<file path="src/rtl/lane_xbar.sv">
module lane_xbar #(
  parameter int LANE_W = 128,
  parameter int OPC_W  = 2
) (
  input  logic                clk,
  input  logic                rst_n,
  input  logic                in_valid,
  input  logic [OPC_W-1:0]    opcode,
  input  logic                wide,
  input  logic [7:0]          imm,
  input  logic [2*LANE_W-1:0] src_a,
  input  logic [2*LANE_W-1:0] src_b,
  input  logic [LANE_W-1:0]   ins_val,
  output logic                out_valid,
  output logic [2*LANE_W-1:0] out_data
);
  localparam int VEC_W = 2 * LANE_W;
  localparam logic [OPC_W-1:0] OP_PERM = OPC_W'(0);
  localparam logic [OPC_W-1:0] OP_INS  = OPC_W'(1);
  localparam logic [OPC_W-1:0] OP_EXT  = OPC_W'(2);

  logic [LANE_W-1:0] a_ln [2];
  logic [LANE_W-1:0] b_ln [2];
  assign a_ln[0] = src_a[LANE_W-1:0];
  assign a_ln[1] = src_a[VEC_W-1:LANE_W];
  assign b_ln[0] = src_b[LANE_W-1:0];
  assign b_ln[1] = src_b[VEC_W-1:LANE_W];

  logic sel_idx;
  assign sel_idx = imm[0] & wide;

  logic unused_bits;
  assign unused_bits = ^{imm[6], imm[2]};

  for (genvar g = 0; g < 2; g++) begin : gl
    logic [3:0]        nib;
    logic [LANE_W-1:0] perm_v;
    logic [LANE_W-1:0] ins_v;
    logic [LANE_W-1:0] res;

    assign nib    = imm[4*g +: 4];
    assign perm_v = nib[3] ? '0 : (nib[1] ? b_ln[nib[0]] : a_ln[nib[0]]);
    assign ins_v  = (sel_idx == 1'(g)) ? ins_val : a_ln[g];

    always_comb begin
      case (opcode)
        OP_PERM: res = perm_v;
        OP_INS:  res = ins_v;
        OP_EXT:  res = (g == 0) ? a_ln[sel_idx] : '0;
        default: res = '0;
      endcase
      if (g == 1 && !wide) res = '0;
    end
  end

  logic [VEC_W-1:0] nxt;
  assign nxt = {gl[1].res, gl[0].res};

  always_ff @(posedge clk or negedge rst_n) begin
    if (!rst_n) begin
      out_valid <= 1'b0;
      out_data  <= '0;
    end else begin
      out_valid <= in_valid;
      if (in_valid) out_data <= nxt;
    end
  end
endmodule


</file>
<file path="config.mk">
export PLATFORM = sky130hd
export DESIGN_NAME = lane_xbar
export DESIGN_NICKNAME = d
export VERILOG_FILES = /design/src/rtl/lane_xbar.sv
export SDC_FILE = /design/constraint.sdc
export NUM_CORES = 1
export LEC_CHECK = 0
export BUFFER_PORTS_ARGS = -buffer_cell sky130_fd_sc_hd__buf_2
export CAP_MARGIN = 5
export CORE_AREA = 2 2 356 358
export CTS_CLUSTER_DIAMETER = 50
export DETAILED_ROUTE_END_ITERATION = 16
export DIE_AREA = 0 0 358 360
export GPL_TIMING_DRIVEN = 0
export PLACE_DENSITY = 0.47
export SYNTH_ARGS = -nofsm -noshare
export SYNTH_HDL_FRONTEND = slang
export SYNTH_SLANG_ARGS = --single-unit
</file>
<file path="constraint.sdc">
create_clock -name clk -period 2.65 [get_ports clk]
set_input_delay 0 -clock clk [delete_from_list [all_inputs] [get_ports clk]]
set_output_delay 0 -clock clk [all_outputs]
set_load 0.03 [all_outputs]
</file>
==> results of run 1 <==
==> kinds of logic (layout without fill, tap and decap cells) <==
group                  Yosys count  after routing
AO/OA/AOI/OAI                  573            573
buffers and inverters          214           2041
flip-flops                     257            257
multiplexers                   375            375
other                            0             29
AND/OR/NAND/NOR                407            407
==> flip-flops by register name, indices dropped and copies added, names as in the netlist <==
register and count:
out_valid 1, out_data 256
==> worst min-delay path by stage <==
stage          depth (start not counted)      start                        end
6_report                               2      rst_n  out_data[154]$_DFFE_PN0P_
5_1_grt                                2      rst_n  out_data[154]$_DFFE_PN0P_
4_1_cts                                2      rst_n   out_data[23]$_DFFE_PN0P_
3_5_place_dp                           1      rst_n  out_data[151]$_DFFE_PN0P_
3_3_place_gp                           2  src_a[70]   out_data[70]$_DFFE_PN0P_
2_1_floorplan                          0      rst_n    out_data[0]$_DFFE_PN0P_
==> per-layer routing <==
layer  wire (um)  part of all wire (%)  vias up
li1            -                     -    11012
met1       59700                    39    13555
met4        8020                   5.3       16
met3       14300                   9.4      423
met5         107                 0.070        -
met2       69900                    46     1689
==> timing repair <==
action	in CTS	in global routing
hold buffers	808	0
endpoints found under the setup margin	26	49
resized for setup	0	8
hold endpoints to repair	347	0
pin swaps	0	0
buffers inserted	0	0
==> final cells by class <==
class	instances	area share (%)
Timing Repair Buffer	1714	33.8
Tap cell	1650	5.50
Inverter	1	0.0100
Multi-Input combinational cell	1355	34.9
Clock inverter	39	1.45
Buffer	212	2.62
Antenna cell	29	0.194
Clock buffer	75	4.40
Sequential cell	257	17.1
==> power groups by stage <==
stage / Sequential [uW] / Clock (uW) / Combinational (uW)
final: 4550 / 8350 / 5990
after global routing: 4580 / 8640 / 6280
after CTS: 4540 / 8480 / 5900
after detailed placement: 4590 / 0 / 4650
after global placement: 4600 / 0 / 4630
after floorplan: 5260 / 0 / 1830
==> per-stage QoR <==
stage | total power (uW) | instances | setup slack (ps)
2_1_floorplan | 7090 | 1826 | 1080
3_3_place_gp | 9220 | 4379 | -4560
3_5_place_dp | 9250 | 4382 | -793
4_1_cts | 18900 | 5303 | 12.3
5_1_grt | 19500 | 5319 | 2.26
6_report | 18900 | 5332 | 52.1
==> layout by cell type (no fill, tap or decap), types with 2 or more instances in the layout <==
master and n:
dlygate4sd3_1 808, nand3_1 70, clkinv_2 12, a22oi_1 59
o22ai_1 60, buf_6 13, clkinv_4 4, clkbuf_16 61
clkbuf_1 126, buf_2 960, a21oi_1 70, or4_1 2
a211o_1 128, a221o_1 197, nor2b_1 257, mux4_2 196
buf_4 3, mux2i_1 179, bufinv_16 12, clkbuf_8 7
buf_1 11, diode_2 29, nand2_1 71, dfrtp_1 257
o21ai_0 58, clkbuf_2 8, buf_16 2, inv_6 4
clkinvlp_4 7
==> impl_results.md, run 1 <==
* Core area at 125000 um^2
* Yosys top cell by area: dfrtp_1
* Hold Crit Class: in -> async
* Final Hold Viols at 0
* Synth cell count leaders: 257 x dfrtp_1, 257 x nor2b_1, 197 x a221o_1
* Max Freq at 0.385 GHz
* Top cell type's share of synthesized area at 31.4%
* Die width at 358 um
* Worst Skew at 0 ps
* Reg-to-Reg Start: out_data[32]$_DFFE_PN0P_
* Mapped cell area at 20500 um^2
* CP startpoint: imm[0]
* Clock Latency Late Sink at 630 ps
* GRT Residual Overflow at 0
* I/O Pins at 911
* Gate power share at 31.7%
* Register Area at 6430 um^2
* Reg2reg setup slack at 750 ps
* Unrepaired setup endpoints after global routing: no
* Sw frac at 32.7%
* Crit path to: out_data[111]$_DFFE_PN0P_
* Met1 Usage GRT at 27.4%
* Compound-Gate Fraction of Synth Area at 22.3%
* Pin count of the biggest net entering global routing at 91
* Placed cell area at 27100 um^2
* Worst hold margin at 33.8 ps
* Met2 Use GR at 36.2%
* Final setup TNS at 0 ps
* Max IR drop VDD at 0.417 mV
* Post-synth cell types at 28
* Die Y-Extent at 360 um
* Startpoint types: input pin
* Initial antenna violation count at 54
* Synth Register Bits at 257
* Kind of critical path: in -> reg
* Ys async rst share at 100%
* Slew HR at 22.6%
* Clk pwr share at 44.2%
* Initial Utilization at 16.4%
* Synth Area in Adders at 0%
* Largest family of logic cells by synthesized area: multiplexers
* Number of enable flip-flop cells after synthesis at 0
* CP bufs+invs at 4
* Worst-margin pin slew at 1160 ps
* Crit-path cells: buf_2 -> buf_2 -> clkbuf_1 -> mux4_2 -> nor2b_1 -> a211o_1 -> dlygate4sd3_1
* Outcome: complete, no violations
* Cells on worst reg2reg path at 4
* Max incr delay on CP at 760 ps
* Leak Pwr at 0.0178 uW
* Proportion of synthesized area in mux cells at 30.3%
* Vias in the first global route at 27.7k
* CP dominant cell by count: buf_2
* Global routing's busiest layer: met2
* Fillcell total at 13.2k
* Max clock buf depth at 3
* DIE AREA at 129000 um^2
* Crit path time final at 2600 ps
* DP HPWL at 112000 um
* Vias at 26.7k
* Int Power at 12700 uW
* Clock root buffer: clkbuf_16
* Area of the multi-input gates at 13100 um^2
* Post-Synth Simple-Gate Area at 11.2%
* RR Endpoint: out_data[32]$_DFFE_PN0P_
* Net load switching power at 6170 uW
* Slowest stage cell, crit path: clkbuf_1
* GRT met3 Usage at 6.59%
* CP Data Required Time at 3160 ps
* # setup viols final at 0
* Register area share after synthesis at 31.4%
* Flop pwr share at 24.1%
* Power density cells at 504 nW/um^2
* Design area at 37500 um^2
* Synth Area in XOR/XNOR at 0%
* CP delay by family, top: buffers and inverters
* Clock-pin slew on the worst setup and hold paths at 50 ps
* Ys flop type: dfrtp_1
* CTS Sinks at 257
* Post-route ant nets at 0
* Final Core Density at 30.0%
* DR iter-0 viols at 2325
* DRC Markers at 0
* Crit. End Element: flip-flop
* Layout cells sized above 1 at 35.4%
* # nets final at 4256
* Max-Cap Viols at 0
* CP Data Arrival Time at 3110 ps
* First-pass GRT wire length at 208000 um
* Drt wl/cell at 28.5 um
* Area growth from synthesis to layout at 83.2%
* Final wirelength at 152000 um
* H-Tree Depth at 2
* IO Port Bufs at 903
* Rows at 130
* Net Count, Synth at 2480
* Warnings, synthesis at 0
* Critical Path Stages at 7
* Clock tree from TritonCTS: done
* CTS Buf Count at 61
* GPL Wtd Cong at 1.02
* Tcrit/Tclk final at 98.0%
* Mean Syn Cell Area at 11.2 um^2
* Worst-path fanout max at 10
* Total track usage at 22.6%
* Final slew viol count at 0
* Synth Instances at 1826
* First-pass DRT Iterations at 5
* Via density at 5.01
* Top post-synthesis cells by area: dfrtp_1 31%, mux4_2 22%, a221o_1 9.6%, mux2i_1 8.8%, nor2b_1 7.9%
No activity file was read; power rests on OpenSTA's default activity.
==> run 2: changes to the inputs <==
--- a/config.mk
+++ b/config.mk
@@ -7,10 +7,10 @@
 export LEC_CHECK = 0
 export BUFFER_PORTS_ARGS = -buffer_cell sky130_fd_sc_hd__buf_2
 export CAP_MARGIN = 5
-export CORE_AREA = 2 2 356 358
+export CORE_AREA = 2 2 358 360
 export CTS_CLUSTER_DIAMETER = 50
 export DETAILED_ROUTE_END_ITERATION = 16
-export DIE_AREA = 0 0 358 360
+export DIE_AREA = 0 0 360 362
 export GPL_TIMING_DRIVEN = 0
 export PLACE_DENSITY = 0.47
 export SYNTH_ARGS = -nofsm -noshare
==> impl_results.md, run 2 (synthesis results as in run 1) <==
* First-pass DRT Iterations at 5 (unchanged)
* Largest Register: out_data (unchanged)
* Max-Cap Viols at 0 (unchanged)
* Initial antenna violation count at 45 (was 54)
* Outcome: complete, no violations (unchanged)
* Die width at 360 um (was 358 um)
* Power density cells at 510 nW/um^2 (was 504 nW/um^2)
* Clock tree from TritonCTS: done (unchanged)
* Clock-pin slew on the worst setup and hold paths at 40 ps (was 50 ps)
* Crit path time final at 2510 ps (was 2600 ps)
* CP bufs+invs at 4 (unchanged)
* Kind of critical path: in -> reg (unchanged)
* Clock Latency Late Sink at 630 ps (about the same)
* Crit. End Element: flip-flop (unchanged)
* Startpoint types: input pin (unchanged)
* Detailed-routing wirelength on met1 at 59900 um (was 59700 um)
* GRT Residual Overflow at 0 (unchanged)
* Hold Path Depth at 4
* Initial Utilization at 16.2% (was 16.4%)
* Final wirelength at 152000 um (about the same)
* Clock root buffer: clkbuf_16 (unchanged)
* Post-route ant nets at 0 (unchanged)
* Drt wl/cell at 28.5 um (about the same)
* Most frequent cells in the layout: 957 x buf_2, 790 x dlygate4sd3_1, 257 x nor2b_1, 257 x dfrtp_1, 197 x a221o_1 (was 960 x buf_2, 808 x dlygate4sd3_1, 257 x nor2b_1, 257 x dfrtp_1, 197 x a221o_1)
* I/O Pins at 911 (unchanged)
* Cells on worst reg2reg path at 4 (unchanged)
* Layout cells sized above 1 at 35.7% (was 35.4%)
* Crit-path cells: buf_2 -> clkbuf_4 -> buf_1 -> mux4_2 -> nor2b_1 -> a211o_1 -> dlygate4sd3_1 (was buf_2 -> buf_2 -> clkbuf_1 -> mux4_2 -> nor2b_1 -> a211o_1 -> dlygate4sd3_1)
* Top flop regs: out_data: 256 flops, out_valid: 1 flops (unchanged)
* Via density at 5.04 (was 5.01)
* Critical Path Stages at 7 (unchanged)
* Rows at 131 (was 130)
* Slowest stage cell, crit path: buf_1 (was clkbuf_1)
* Largest register FFs at 256 (unchanged)
* Slew HR at 23.5% (was 22.6%)
* DIE AREA at 130000 um^2 (was 129000 um^2)
* Max Freq at 0.398 GHz (was 0.385 GHz)
* Die Y-Extent at 362 um (was 360 um)
* # nets final at 4250 (was 4256)
* CP Data Arrival Time at 3030 ps (was 3110 ps)
* CP Data Required Time at 3160 ps (about the same)
* DRC Markers at 0 (unchanged)
* Worst-margin pin slew at 1150 ps (was 1160 ps)
* Max IR drop VDD at 0.410 mV (was 0.417 mV)
* H-Tree Depth at 3 (was 2)
* Leak Pwr at 0.0178 uW (about the same)
* First-pass GRT wire length at 209000 um (was 208000 um)
* Highest Signal Layer: met5 (unchanged)
* Max incr delay on CP at 670 ps (was 760 ps)
* Placed instance count at 4397 (was 4382)
* Most common cell after layout, fill and taps aside: buf_2 (unchanged)
* Final slew viol count at 0 (unchanged)
* IO Port Bufs at 903 (unchanged)
* Pin count of the biggest net entering global routing at 90 (was 91)
* CTS Buf Count at 69 (was 61)
* Tcrit/Tclk final at 94.8% (was 98.0%)
* Total track usage at 22.4% (was 22.6%)
* Max clock buf depth at 3 (unchanged)
* # setup viols final at 0 (unchanged)
* Area growth from synthesis to layout at 83.5% (was 83.2%)
* CP delay by family, top: buffers and inverters (unchanged)
* Met2 WL at 69000 um (was 69900 um)
* Unrepaired setup endpoints after global routing: no (unchanged)
* Total length of routed met3 wires at 14900 um (was 14300 um)
* DR iter-0 viols at 2614 (was 2325)
* DP HPWL at 112000 um (about the same)
* Hold Crit Class: in -> reg (was in -> async)
* Worst-path fanout max at 10 (unchanged)
* Vias in the first global route at 28.1k (was 27.7k)
* Vias at 26.9k (was 26.7k)
* Core area at 127000 um^2 (was 125000 um^2)
* Final Non-Filler Cells at 5341 (was 5332)
* GPL Wtd Cong at 0.955 (was 1.02)
* Final setup TNS at 0 ps (unchanged)
* Worst Skew at 0 ps (unchanged)
* Final Hold Viols at 0 (unchanged)
* CTS Sinks at 257 (unchanged)
-- run 2: cell count changes in the layout (fill, tap and decap cells not counted), moves of 3 or more --
cell,delta
clkbuf_4,+3
buf_2,-3
clkinv_4,-4
dlygate4sd3_1,-18
clkbuf_16,+9
bufinv_16,-6
clkbuf_8,+6
-- run 2: layout make-up --
class,instances,area (um^2)
antenna,30,75.1
buffer,212,991
clock buffer,94,1970
clock inverter,30,339
fill,13338,89100
inverter,1,3.75
multi-input combinational,1355,13100
sequential,257,6430
tap,1662,2080
timing repair buffer,1700,12600
-- run 2: timing repair --
item	CTS	global route
setup endpoints to repair	1	80
endpoints found under the hold margin	458	0
gates resized for setup	0	12
setup buffers	0	0
hold buffers	791	0
-- run 2: power breakdown --
group          total (uW)  switching (uW)  internal [uW]
Combinational        5920            3110           2800
Sequential           4540             244           4300
Clock                8710            2960           5750
-- run 2: path summary, 6_finish.rpt --
check                                           from  slack [ps]                   endpoint
max                                           imm[0]         140   out_data[62]$_DFFE_PN0P_
min                                        src_b[49]          50   out_data[49]$_DFFE_PN0P_
max reg2reg                out_data[117]$_DFFE_PN0P_         840  out_data[117]$_DFFE_PN0P_
min reg2reg                out_data[147]$_DFFE_PN0P_         500  out_data[147]$_DFFE_PN0P_
max in group asynchronous                      rst_n        1270  out_data[124]$_DFFE_PN0P_
min in group asynchronous                      rst_n         470   out_data[23]$_DFFE_PN0P_
-- run 2: per-stage QoR --
step	utilization [%]	area [um^2]	total power [uW]	hold WS (ps)	worst slack, ps
after global routing	29.6	37500	19800	56.7	40.4
final	29.6	37600	19200	48.2	137
after CTS	29.6	37500	19200	0.334	2.90
after detailed placement	21.5	27200	9250	-110	-735
after floorplan	-	20500	7090	-296	1080
after global placement	21.4	27100	9220	239	-4590
-- run 2: layer usage --
metal / GRT usage (%) / vias to the layer above
met3: 7.36 / 502
met2: 35.7 / 1747
met4: 11.3 / 16
met1: 26.9 / 13632
met5: 0 / -
li1: - / 11035
-- run 2: worst reg2reg max path, stage by stage (launching register included) --
cell and delay, ps:
dfrtp_1 400, nor2b_1 150, a221o_1 300, dlygate4sd3_1 580
a211o_1 270
==> run 3: changes to the inputs <==
--- a/config.mk
+++ b/config.mk
@@ -12,7 +12,6 @@
 export DETAILED_ROUTE_END_ITERATION = 16
 export DIE_AREA = 0 0 360 362
 export GPL_TIMING_DRIVEN = 0
-export PLACE_DENSITY = 0.47
 export SYNTH_ARGS = -nofsm -noshare
 export SYNTH_HDL_FRONTEND = slang
 export SYNTH_SLANG_ARGS = --single-unit
==> impl_results.md, run 3 (synthesis results as in run 1) <==
* First-pass DRT Iterations at 8 (was 5)
* Sw frac at 35.3% (was 33.0%)
* Clock-pin slew on the worst setup and hold paths at 50 ps (was 40 ps)
* Slew HR at 16.0% (was 23.5%)
* Via density at 5.27 (was 5.04)
* Crit path time final at 2550 ps (was 2510 ps)
* Max-Cap Viols at 0 (unchanged)
* Crit-path cells: buf_2 -> and2_1 -> buf_2 -> nand2_1 -> clkbuf_4 -> buf_2 -> a21oi_1 -> dlygate4sd3_1 -> a221o_1 (was buf_2 -> clkbuf_4 -> buf_1 -> mux4_2 -> nor2b_1 -> a211o_1 -> dlygate4sd3_1)
* DIE AREA at 130000 um^2 (unchanged)
* Max clock buf depth at 3 (unchanged)
* Vias at 28.0k (was 26.9k)
* Hold Crit Class: in -> reg (unchanged)
* Clk pwr share at 42.5% (was 45.4%)
* Net load switching power at 6410 uW (was 6320 uW)
* Max IR drop VDD at 0.505 mV (was 0.410 mV)
* Largest Register: out_data (unchanged)
* CTS Sinks at 257 (unchanged)
* Area growth from synthesis to layout at 80.6% (was 83.5%)
* Flop pwr share at 25.1% (was 23.7%)
* Final wirelength at 159000 um (was 152000 um)
* IO Port Bufs at 903 (unchanged)
* CP dominant cell by count: buf_2
* GPL Wtd Cong at 1.06 (was 0.955)
* Fin worst setup slack at 98.0 ps (was 137 ps)
* DRC Markers at 0 (unchanged)
* Clock Latency Late Sink at 660 ps (was 630 ps)
* Die Y-Extent at 362 um (unchanged)
* Rows at 131 (unchanged)
* Layout cells sized above 1 at 35.8% (was 35.7%)
* Tcrit/Tclk final at 96.3% (was 94.8%)
* Initial Utilization at 16.2% (unchanged)
* Worst Skew at 0 ps (unchanged)
* DR iter-0 viols at 3614 (was 2614)
* Clock tree from TritonCTS: done (unchanged)
* Max Freq at 0.392 GHz (was 0.398 GHz)
* Fillcell total at 13.0k (was 13.3k)
* Pin count of the biggest net entering global routing at 96 (was 90)
* Final setup TNS at 0 ps (unchanged)
* Most common cell after layout, fill and taps aside: buf_2 (unchanged)
* Top flop regs: out_data: 256 flops, out_valid: 1 flops (unchanged)
* Kind of critical path: in -> reg (unchanged)
* Largest register FFs at 256 (unchanged)
* DP HPWL at 116000 um (was 112000 um)
* Power density cells at 491 nW/um^2 (was 510 nW/um^2)
* Final slew viol count at 0 (unchanged)
* CTS Buf Count at 58 (was 69)
* Initial antenna violation count at 58 (was 45)
* CP Data Required Time at 3210 ps (was 3160 ps)
* Worst-path fanout max at 10 (unchanged)
* Leak Pwr at 0.0174 uW (was 0.0178 uW)
* I/O Pins at 911 (unchanged)
* Total track usage at 23.3% (was 22.4%)
* GRT Residual Overflow at 0 (unchanged)
* Die width at 360 um (unchanged)
* Worst-margin pin slew at 1260 ps (was 1150 ps)
* # nets final at 4213 (was 4250)
* Final Hold Viols at 0 (unchanged)
* Slowest stage cell, crit path: dlygate4sd3_1 (was buf_1)
* CP bufs+invs at 5 (was 4)
* Most frequent cells in the layout: 958 x buf_2, 768 x dlygate4sd3_1, 257 x nor2b_1, 257 x dfrtp_1, 197 x a221o_1 (was 957 x buf_2, 790 x dlygate4sd3_1, 257 x nor2b_1, 257 x dfrtp_1, 197 x a221o_1)
* Outcome: complete, no violations (unchanged)
* Vias in the first global route at 28.4k (was 28.1k)
* Startpoint types: input pin (unchanged)
* Dpl ws at -896 ps (was -735 ps)
* CP delay by family, top: buffers and inverters (unchanged)
* Drt wl/cell at 29.9 um (was 28.5 um)
* Clock root buffer: clkbuf_16 (unchanged)
* Int Power at 11700 uW (was 12900 uW)
* Core area at 127000 um^2 (unchanged)
* H-Tree Depth at 2 (was 3)
* Unrepaired setup endpoints after global routing: no (unchanged)
* Max incr delay on CP at 570 ps (was 670 ps)
* Crit. End Element: flip-flop (unchanged)
* CP Data Arrival Time at 3120 ps (was 3030 ps)
* Gate power share at 32.5% (was 30.9%)
* First-pass GRT wire length at 216000 um (was 209000 um)
* # setup viols final at 0 (unchanged)
* Post-route ant nets at 0 (unchanged)
run 3: tightest hold or removal path, stage by stage:
cell and delay, ps:
buf_2 110, mux2i_1 90, o22ai_1 270, a22oi_1 110
o21ai_0 70
run 3: path summary, 6_finish.rpt:
path / start / endpoint / slack (ps) / cells after the start
setup / recovery: wide / out_data[178]$_DFFE_PN0P_ / 100 / 9
hold / removal: src_b[85] / out_data[213]$_DFFE_PN0P_ / 50 / 5
setup reg to reg: out_data[6]$_DFFE_PN0P_ / out_data[6]$_DFFE_PN0P_ / 810 / 4
hold reg to reg: out_data[190]$_DFFE_PN0P_ / out_data[190]$_DFFE_PN0P_ / 510 / 1
max in group asynchronous: rst_n / out_data[103]$_DFFE_PN0P_ / 980 / 4
min in group asynchronous: rst_n / out_data[41]$_DFFE_PN0P_ / 510 / 3
run 3: power groups by stage:
stage | clock [uW] | combinational [uW] | sequential, uW
3_5_place_dp | 0 | 4690 | 4580
4_1_cts | 7750 | 5740 | 4530
3_3_place_gp | 0 | 4650 | 4580
6_report | 7710 | 5900 | 4550
2_1_floorplan | 0 | 1830 | 5260
5_1_grt | 7920 | 6130 | 4570
run 3: timing repair:
action	CTS	global route
endpoints found under the setup margin	70	15
buffers inserted	2	0
hold endpoints to repair	432	0
resized for setup	0	8
hold buffers	768	0
run 3: layout make-up:
class                      count  area [um^2]  area share [%]
timing repair buffer        1676        12300            33.3
buffer                       210          985            2.66
clock buffer                  68         1570            4.25
antenna                       38         95.1           0.257
clock inverter                41          442            1.19
sequential                   257         6430            17.4
inverter                       1         3.75          0.0102
tap                         1662         2080            5.62
multi-input combinational   1355        13100            35.3
run 3: stage by stage:
step                      hold WS, ps  power, uW  utilization (%)  cells  area (um^2)
final                            49.5      18200             29.2   5308        37000
after CTS                        25.5      18000             29.1   5272        36900
after detailed placement         57.4       9270             21.4   4394        27200
after global routing              102      18600             29.1   5283        36900
after floorplan                  -296       7090                -   1826        20500
after global placement            235       9230             21.4   4391        27100
run 3: routing by layer:
metal	up-vias	global-route usage (%)	part of all wire [%]
li1	10962	-	-
met1	13764	28.3	38
met2	2493	35.1	43
met3	711	9.29	13
met4	32	12.4	6.4
met5	-	0	0.14
